**src/rtl/npw_pkg.sv**
```systemverilog
package npw_pkg;
   localparam int NPW_ADDR_W = 32;

   typedef enum logic [1:0] {
      ST_IDLE,
      ST_OPC,
      ST_ADDR,
      ST_DATA
   } npw_state_e;

   typedef struct packed {
      logic [7:0]            opcode;
      logic [NPW_ADDR_W-1:0] addr;
      logic                  four;
      logic                  buffered;
      logic [7:0]            single;
   } npw_job_t;
endpackage

```
**src/rtl/npw_word_buf.sv**
```systemverilog
module npw_word_buf #(
   parameter int WORD_W = 32,
   parameter int DEPTH  = 32,
   localparam int BPW   = WORD_W / 8,
   localparam int LANEB = (BPW > 1) ? $clog2(BPW) : 1,
   localparam int IDXW  = $clog2(DEPTH * BPW),
   localparam int WIDXW = (DEPTH > 1) ? $clog2(DEPTH) : 1,
   localparam int CW    = $clog2(DEPTH + 1)
) (
   input  logic              clk,
   input  logic              rst_n,
   input  logic              clr,
   input  logic              push,
   input  logic [WORD_W-1:0] wdata,
   input  logic [IDXW-1:0]   rd_idx,
   output logic [7:0]        rd_byte,
   output logic              full
);
   logic [WORD_W-1:0] mem [DEPTH];
   logic [CW-1:0]     count;
   logic [WIDXW-1:0]  rd_word;
   logic [LANEB-1:0]  rd_lane;

   assign full = (count == CW'(DEPTH));

   generate
      if (BPW == 1) begin : g_one_lane
         assign rd_word = WIDXW'(rd_idx);
         assign rd_lane = '0;
      end else begin : g_lanes
         assign rd_word = WIDXW'(rd_idx >> LANEB);
         assign rd_lane = rd_idx[LANEB-1:0];
      end
   endgenerate

   assign rd_byte = mem[rd_word][{rd_lane, 3'b000} +: 8];

   always_ff @(posedge clk or negedge rst_n) begin
      if (!rst_n) begin
         count <= '0;
      end else if (clr) begin
         count <= '0;
      end else if (push && !full) begin
         count <= count + 1'b1;
      end
   end

   always_ff @(posedge clk) begin
      if (!clr && push && !full) begin
         mem[WIDXW'(count)] <= wdata;
      end
   end

   p_no_overflow_r4: assert property (@(posedge clk) disable iff (!rst_n)
      count <= CW'(DEPTH));
   p_full_holds_r4: assert property (@(posedge clk) disable iff (!rst_n)
      (full && !clr) |=> full);
   p_clear_empties_r5: assert property (@(posedge clk) disable iff (!rst_n)
      clr |=> (count == '0));
endmodule

```
**src/rtl/npw_bit_shifter.sv**
```systemverilog
module npw_bit_shifter #(
   parameter int SCK_HALF = 2,
   localparam int DW = (SCK_HALF > 1) ? $clog2(SCK_HALF) : 1
) (
   input  logic       clk,
   input  logic       rst_n,
   input  logic       load,
   input  logic [7:0] din,
   output logic       idle,
   output logic       done,
   output logic       sck,
   output logic       mosi
);
   logic [7:0] sr;
   logic [3:0] bits;
   logic       active;
   logic       tick;

   generate
      if (SCK_HALF == 1) begin : g_fast
         assign tick = active;
      end else begin : g_div
         logic [DW-1:0] div;
         assign tick = active && (div == DW'(SCK_HALF - 1));
         always_ff @(posedge clk or negedge rst_n) begin
            if (!rst_n)             div <= '0;
            else if (load || tick)  div <= '0;
            else if (active)        div <= div + 1'b1;
         end
      end
   endgenerate

   always_ff @(posedge clk or negedge rst_n) begin
      if (!rst_n) begin
         sr     <= '0;
         bits   <= '0;
         active <= 1'b0;
         sck    <= 1'b0;
         done   <= 1'b0;
      end else begin
         done <= 1'b0;
         if (load) begin
            sr     <= din;
            bits   <= 4'd8;
            active <= 1'b1;
            sck    <= 1'b0;
         end else if (tick) begin
            if (!sck) begin
               sck <= 1'b1;
            end else begin
               sck  <= 1'b0;
               sr   <= {sr[6:0], 1'b0};
               bits <= bits - 1'b1;
               if (bits == 4'd1) begin
                  active <= 1'b0;
                  done   <= 1'b1;
               end
            end
         end
      end
   end

   assign idle = !active;
   assign mosi = sr[7];

   p_load_when_idle_r12: assert property (@(posedge clk) disable iff (!rst_n)
      load |-> !active);
   p_mosi_stable_high_r12: assert property (@(posedge clk) disable iff (!rst_n)
      (sck && $past(sck)) |-> $stable(mosi));
   p_sck_low_idle_r12: assert property (@(posedge clk) disable iff (!rst_n)
      !active |-> !sck);
endmodule

```
**src/rtl/npw_sequencer.sv**
```systemverilog
module npw_sequencer
   import npw_pkg::*;
#(
   parameter int PAGE_BYTES = 128,
   localparam int IDXW = $clog2(PAGE_BYTES)
) (
   input  logic            clk,
   input  logic            rst_n,
   input  logic            start,
   input  npw_job_t        job,
   input  logic            buf_full,
   input  logic [7:0]      buf_byte,
   output logic [IDXW-1:0] buf_idx,
   input  logic            sh_idle,
   input  logic            sh_done,
   output logic            sh_load,
   output logic [7:0]      sh_byte,
   output logic            cs_n,
   output logic            busy,
   output logic            err
);
   npw_state_e      state;
   npw_job_t        job_q;
   logic [IDXW-1:0] idx;
   logic            sent;
   logic [1:0]      addr_last;
   logic [1:0]      asel;
   logic [IDXW-1:0] data_last;

   assign busy      = (state != ST_IDLE);
   assign sh_load   = busy && sh_idle && !sent;
   assign buf_idx   = idx;
   assign addr_last = job_q.four ? 2'd3 : 2'd2;
   assign asel      = addr_last - idx[1:0];
   assign data_last = job_q.buffered ? IDXW'(PAGE_BYTES - 1) : '0;

   always_comb begin
      unique case (state)
         ST_OPC:  sh_byte = job_q.opcode;
         ST_ADDR: sh_byte = job_q.addr[{asel, 3'b000} +: 8];
         ST_DATA: sh_byte = job_q.buffered ? buf_byte : job_q.single;
         default: sh_byte = 8'h00;
      endcase
   end

   always_ff @(posedge clk or negedge rst_n) begin
      if (!rst_n) begin
         state <= ST_IDLE;
         job_q <= '0;
         idx   <= '0;
         sent  <= 1'b0;
         cs_n  <= 1'b1;
         err   <= 1'b0;
      end else if (state == ST_IDLE) begin
         if (start) begin
            if (job.buffered && !buf_full) begin
               err <= 1'b1;
            end else begin
               err   <= 1'b0;
               job_q <= job;
               idx   <= '0;
               sent  <= 1'b0;
               cs_n  <= 1'b0;
               state <= ST_OPC;
            end
         end
      end else begin
         if (sh_load) sent <= 1'b1;
         if (sh_done) begin
            sent <= 1'b0;
            unique case (state)
               ST_OPC: begin
                  state <= ST_ADDR;
                  idx   <= '0;
               end
               ST_ADDR: begin
                  if (idx[1:0] == addr_last) begin
                     state <= ST_DATA;
                     idx   <= '0;
                  end else begin
                     idx <= idx + 1'b1;
                  end
               end
               ST_DATA: begin
                  if (idx == data_last) begin
                     state <= ST_IDLE;
                     cs_n  <= 1'b1;
                  end else begin
                     idx <= idx + 1'b1;
                  end
               end
               default: state <= ST_IDLE;
            endcase
         end
      end
   end

   p_cs_tracks_busy_r10: assert property (@(posedge clk) disable iff (!rst_n)
      busy == !cs_n);
   p_err_only_underfill_r11: assert property (@(posedge clk) disable iff (!rst_n)
      $rose(err) |-> $past(start && job.buffered && !buf_full && !busy));
   p_no_frame_on_underfill_r11: assert property (@(posedge clk) disable iff (!rst_n)
      (!busy && start && job.buffered && !buf_full) |=> cs_n);
endmodule

```
**src/rtl/nor_page_writer.sv**
```systemverilog
module nor_page_writer
   import npw_pkg::*;
#(
   parameter int WORD_W     = 32,
   parameter int PAGE_BYTES = 128,
   parameter int SCK_HALF   = 2,
   localparam int BPW   = WORD_W / 8,
   localparam int WORDS = PAGE_BYTES / BPW,
   localparam int IDXW  = $clog2(PAGE_BYTES)
) (
   input  logic              clk,
   input  logic              rst_n,
   input  logic              buf_en_req,
   output logic              buf_en_ack,
   input  logic              pd_valid,
   input  logic [WORD_W-1:0] pd_word,
   input  logic [7:0]        tx_opcode,
   input  logic [31:0]       flash_addr,
   input  logic              addr_4byte,
   input  logic [7:0]        single_byte,
   input  logic              wr_start,
   output logic              wr_busy,
   output logic              underfill_err,
   output logic              spi_sck,
   output logic              spi_cs_n,
   output logic              spi_mosi
);
   generate
      if (WORD_W % 8 != 0 || WORD_W < 8) begin : g_bad_word
         $error("WORD_W must be a positive multiple of 8");
      end
      if ((BPW & (BPW - 1)) != 0) begin : g_bad_lanes
         $error("WORD_W/8 must be a power of two");
      end
      if (PAGE_BYTES < 4 || (PAGE_BYTES & (PAGE_BYTES - 1)) != 0) begin : g_bad_page
         $error("PAGE_BYTES must be a power of two of at least 4");
      end
      if (PAGE_BYTES % BPW != 0) begin : g_bad_fit
         $error("PAGE_BYTES must hold a whole number of words");
      end
      if (SCK_HALF < 1) begin : g_bad_sck
         $error("SCK_HALF must be at least 1");
      end
   endgenerate

   logic            mode_q;
   logic            buf_clr;
   logic            buf_push;
   logic            buf_full;
   logic [7:0]      buf_byte;
   logic [IDXW-1:0] buf_idx;
   logic            sh_idle;
   logic            sh_done;
   logic            sh_load;
   logic [7:0]      sh_byte;
   npw_job_t        job;

   always_ff @(posedge clk or negedge rst_n) begin
      if (!rst_n)        mode_q <= 1'b0;
      else if (!wr_busy) mode_q <= buf_en_req;
   end

   assign buf_en_ack = mode_q;
   assign buf_clr    = !mode_q && buf_en_req && !wr_busy;
   assign buf_push   = pd_valid && mode_q && !wr_busy;

   assign job.opcode   = tx_opcode;
   assign job.addr     = flash_addr;
   assign job.four     = addr_4byte;
   assign job.buffered = mode_q;
   assign job.single   = single_byte;

   npw_word_buf #(.WORD_W(WORD_W), .DEPTH(WORDS)) u_buf (
      .clk    (clk),
      .rst_n  (rst_n),
      .clr    (buf_clr),
      .push   (buf_push),
      .wdata  (pd_word),
      .rd_idx (buf_idx),
      .rd_byte(buf_byte),
      .full   (buf_full)
   );

   npw_sequencer #(.PAGE_BYTES(PAGE_BYTES)) u_seq (
      .clk     (clk),
      .rst_n   (rst_n),
      .start   (wr_start),
      .job     (job),
      .buf_full(buf_full),
      .buf_byte(buf_byte),
      .buf_idx (buf_idx),
      .sh_idle (sh_idle),
      .sh_done (sh_done),
      .sh_load (sh_load),
      .sh_byte (sh_byte),
      .cs_n    (spi_cs_n),
      .busy    (wr_busy),
      .err     (underfill_err)
   );

   npw_bit_shifter #(.SCK_HALF(SCK_HALF)) u_shift (
      .clk  (clk),
      .rst_n(rst_n),
      .load (sh_load),
      .din  (sh_byte),
      .idle (sh_idle),
      .done (sh_done),
      .sck  (spi_sck),
      .mosi (spi_mosi)
   );

   p_mode_frozen_busy_r2: assert property (@(posedge clk) disable iff (!rst_n)
      !$stable(mode_q) |-> !$past(wr_busy));
   p_sck_only_framed_r12: assert property (@(posedge clk) disable iff (!rst_n)
      spi_cs_n |-> !spi_sck);
endmodule

```
**config.mk**
```make
export PLATFORM = sky130hd
export DESIGN_NAME = nor_page_writer
export DESIGN_NICKNAME = d
export VERILOG_FILES = /design/src/rtl/npw_pkg.sv /design/src/rtl/npw_word_buf.sv /design/src/rtl/npw_bit_shifter.sv /design/src/rtl/npw_sequencer.sv /design/src/rtl/nor_page_writer.sv
export SDC_FILE = /design/constraint.sdc
export NUM_CORES = 1
export LEC_CHECK = 0
export ABC_AREA = 1
export BUFFER_PORTS_ARGS = -buffer_cell sky130_fd_sc_hd__buf_2
export CAP_MARGIN = 5
export CELL_PAD_IN_SITES_DETAIL_PLACEMENT = 1
export CELL_PAD_IN_SITES_GLOBAL_PLACEMENT = 1
export CORE_UTILIZATION = 40
export CTS_CLUSTER_SIZE = 40
export DETAILED_ROUTE_END_ITERATION = 12
export PLACE_DENSITY = 0.76
export RECOVER_POWER = 50
export SLEW_MARGIN = 20
export SYNTH_ARGS = -nofsm -noshare
export SYNTH_HDL_FRONTEND = slang
export SYNTH_SLANG_ARGS = --single-unit
export TNS_END_PERCENT = 30
```
**constraint.sdc**
```tcl
create_clock -name clk -period 12.05 [get_ports clk]
set_input_delay 2.41 -clock clk [delete_from_list [all_inputs] [get_ports clk]]
set_output_delay 2.41 -clock clk [all_outputs]
set_load 0.05 [all_outputs]
```
==> results.tsv <==
metric	value	unit
Yosys top cell area share	0.6520	
Worst-Margin Slew	3798	ps
VDD IR max	202.0	uV
DR DRC count	0	
worst setup path category	input port to async pin	
DR vias	32950	
site row count	125	
area leader, netlist	edfxtp_1	
GR Util All Layers	0.2422	
Root Driver	clkbuf_16	
vias in the first global route	35080	
PD cells	215.2	mW/mm2
RSZ-0062 raised after global routing	no	
FF-to-FF setup slack	7900	ps
Area growth, synth to finish	11.91	%
setup TNS	0	ps
Filler cells	12620	
DRT iter0 DRCs	2884	
fmax	0.1619	GHz
CORE AREA	0.1165	mm2
via density per instance	5.362	
initial antenna violation count	2	
Final Util	0.4530	
CP Max Fanout	65	
most frequent cells in the layout	nand2_1, edfxtp_1, nor2_1, inv_1, nand3_1	
post-synthesis register bit count	1109	
total global routing overflow	0	
largest net degree at the start of global routing	194	
H-tree Lvls	3	
Final Skew	29.27	ps
I/O pin count	92	
Synth Net Count	4581	
crit path launch type	input port	
clock slew seen by the registers of the worst setup and hold paths	60	ps
CP bufs+invs	2	
Final Setup Violations	0	
Internal	7.093	mW
slowest stage delay, CP	2740	ps
status	finished with violations	
MaxCap Viol Count	29	
cts repair resizes	0	
Synth area leaders	edfxtp_1, nand2_1, dfrtp_1	
Final ANT Viol Nets	0	
DIE WIDTH	345.4	um
Leak	20.91	nW
number of nets in the layout	4622	
CTS sink count	1109	
CP endpoint kind	async pin	
Hold Vio Cnt, Final	0	
Post-CTS Hold Fix Bufs	0	
commonest non-fill, non-tap cell in the layout	nand2_1	
Yosys Warn Count	0	
Top delay family on crit path	buffers and inverters	
sequential share of power	0.382	
setup bufs post-CTS	0	
Slew HR	-1.532	
unique cell type count in the Yosys netlist	39	
Worst Path Required	11990	ps
crit-path cells	clkbuf_1, clkbuf_1	
Placer Congestion	0.8315	
antenna cells	0	
min Tclk post-route	6175	ps
sw power	4.266	mW
Avg WL per Cell	23.71	um
Worst Path Arrival	6110	ps
Final Max Tran Viols	994	
CTS buffer count	113	
most frequent CP cell	clkbuf_1	
clock latency on the worst-skew pair	720	ps
Hold Path Class	flip-flop to flip-flop	
final WL	145.7	mm
Tcrit/Tclk final	0.5125	
Port Buffers	91	
CTS tree	done	
DRT Pass-1 Iters	5	
share of layout cells above drive strength 1	0.07423	
syn_area_per_cell	10.52	um2
slowest CP cell	clkbuf_1	
CTS max path bufs	3	
die height	345.4	um
failing checks	max-capacitance violations, max-slew violations	
switch share	0.3756	
Initial Utilization	0.4048	
clock network fraction of total power	0.306	
Logic pwr share	0.312	
die footprint	0.1193	mm2
Gate Count Post-Synth	4483	
Final HPWL DP	84.23	mm
sequential area share after synthesis	0.6971	
synthesized area	0.04716	mm2
first-pass GRT wire length	217.7	mm
## cells in the mapped netlist
cell type and instances:
inv_1 417, and3_1 1, a32oi_1 1, buf_1 22, o21a_1 3, xor2_1 2
ha_1 12, a21oi_1 54, or4_1 1, dfrtp_1 84, mux2i_1 1, nand3b_1 1
buf_6 14, nor2_1 454, o21ai_1 39, o211a_1 1, clkinv_1 5, nor2_2 5
clkbuf_1 56, buf_4 27, a2111oi_1 1, or2_2 18, o21ai_0 188, edfxtp_1 1024
a31oi_1 2, o211ai_1 34, nand3_1 376, nor3_4 1, dfstp_2 1, nor3_1 9
o22ai_1 6, nand4_1 1, buf_2 109, a211oi_1 14, nand2_2 1, nand2_1 1491
o31ai_1 1, inv_2 5, nor3b_1 1
## layout make-up
type / instances / area (um2) / share of cell area
sequential: 1109 / 32890 / 0.6231
clock buffer: 148 / 3030 / 0.05742
clock inverter: 64 / 594.3 / 0.01126
tap: 1524 / 1907 / 0.03613
timing repair buffer: 154 / 1031 / 0.01953
inverter: 427 / 1619 / 0.03068
multi-input combinational: 2719 / 11710 / 0.2218
## registers in the layout, indices dropped and copies added, names as in the netlist, 2 cells and up
signal / count
u_buf.count: 6
u_buf.mem: 1024
u_seq.buf_idx: 7
u_seq.job_q: 50
u_seq.state: 2
u_shift.bits: 4
u_shift.sr: 8
## logic make-up after synthesis
group           share of synthesized area
simple gates                       0.1999
flops                              0.6971
buf+inv                           0.05940
compound gates                    0.03977
fa+ha+maj                        0.003184
xor+xnor                        0.0003715
mux                             0.0002122
## final timing paths
path / depth (start not counted) / endpoint / start
max: 2 / u_seq.job_q[39] / rst_n
min: 2 / u_seq.job_q[30] / u_seq.job_q[30]
max reg2reg: 17 / u_shift.sr[2] / u_seq.buf_idx[4]
min reg2reg: 2 / u_seq.job_q[30] / u_seq.job_q[30]
max in group clk: 6 / u_buf.mem[25][25] / pd_valid
min in group asynchronous: 1 / u_shift.sr[2] / rst_n
## tightest hold or removal path: stages (launching register included)
cell,delay [ps]
dfrtp_1,340
nand2_1,50
nand2_1,50
## power by group through the flow
stage	clock network [mW]	registers [mW]	logic [mW]
CTS	3.51	4.34	3.54
detailed placement	0	4.42	3.50
finish	3.47	4.34	3.54
global placement	0	4.41	3.41
floorplan	0	4.35	2.34
global route	3.64	4.35	3.87
## metal layers
| layer | wire length [um] | GRT usage |
|---|---|---|
| met5 | 19 | 0 |
| met4 | 5700 | 0.1013 |
| met3 | 8607 | 0.03125 |
| met2 | 71430 | 0.4097 |
| met1 | 59930 | 0.3140 |
## through the flow
step	hold WS (ps)	instances	total power, mW	cell area [um2]	setup slack (ps)
global placement	462.1	5927	7.822	49080	6968
global route	509.5	6145	11.86	52780	5053
floorplan	433.5	4483	6.686	47160	6837
detailed placement	470.4	5931	7.918	49180	6842
finish	481.8	6145	11.36	52780	5875
CTS	487.5	6143	11.39	52800	7568
Note: power is estimated with default switching activity, not from simulation.
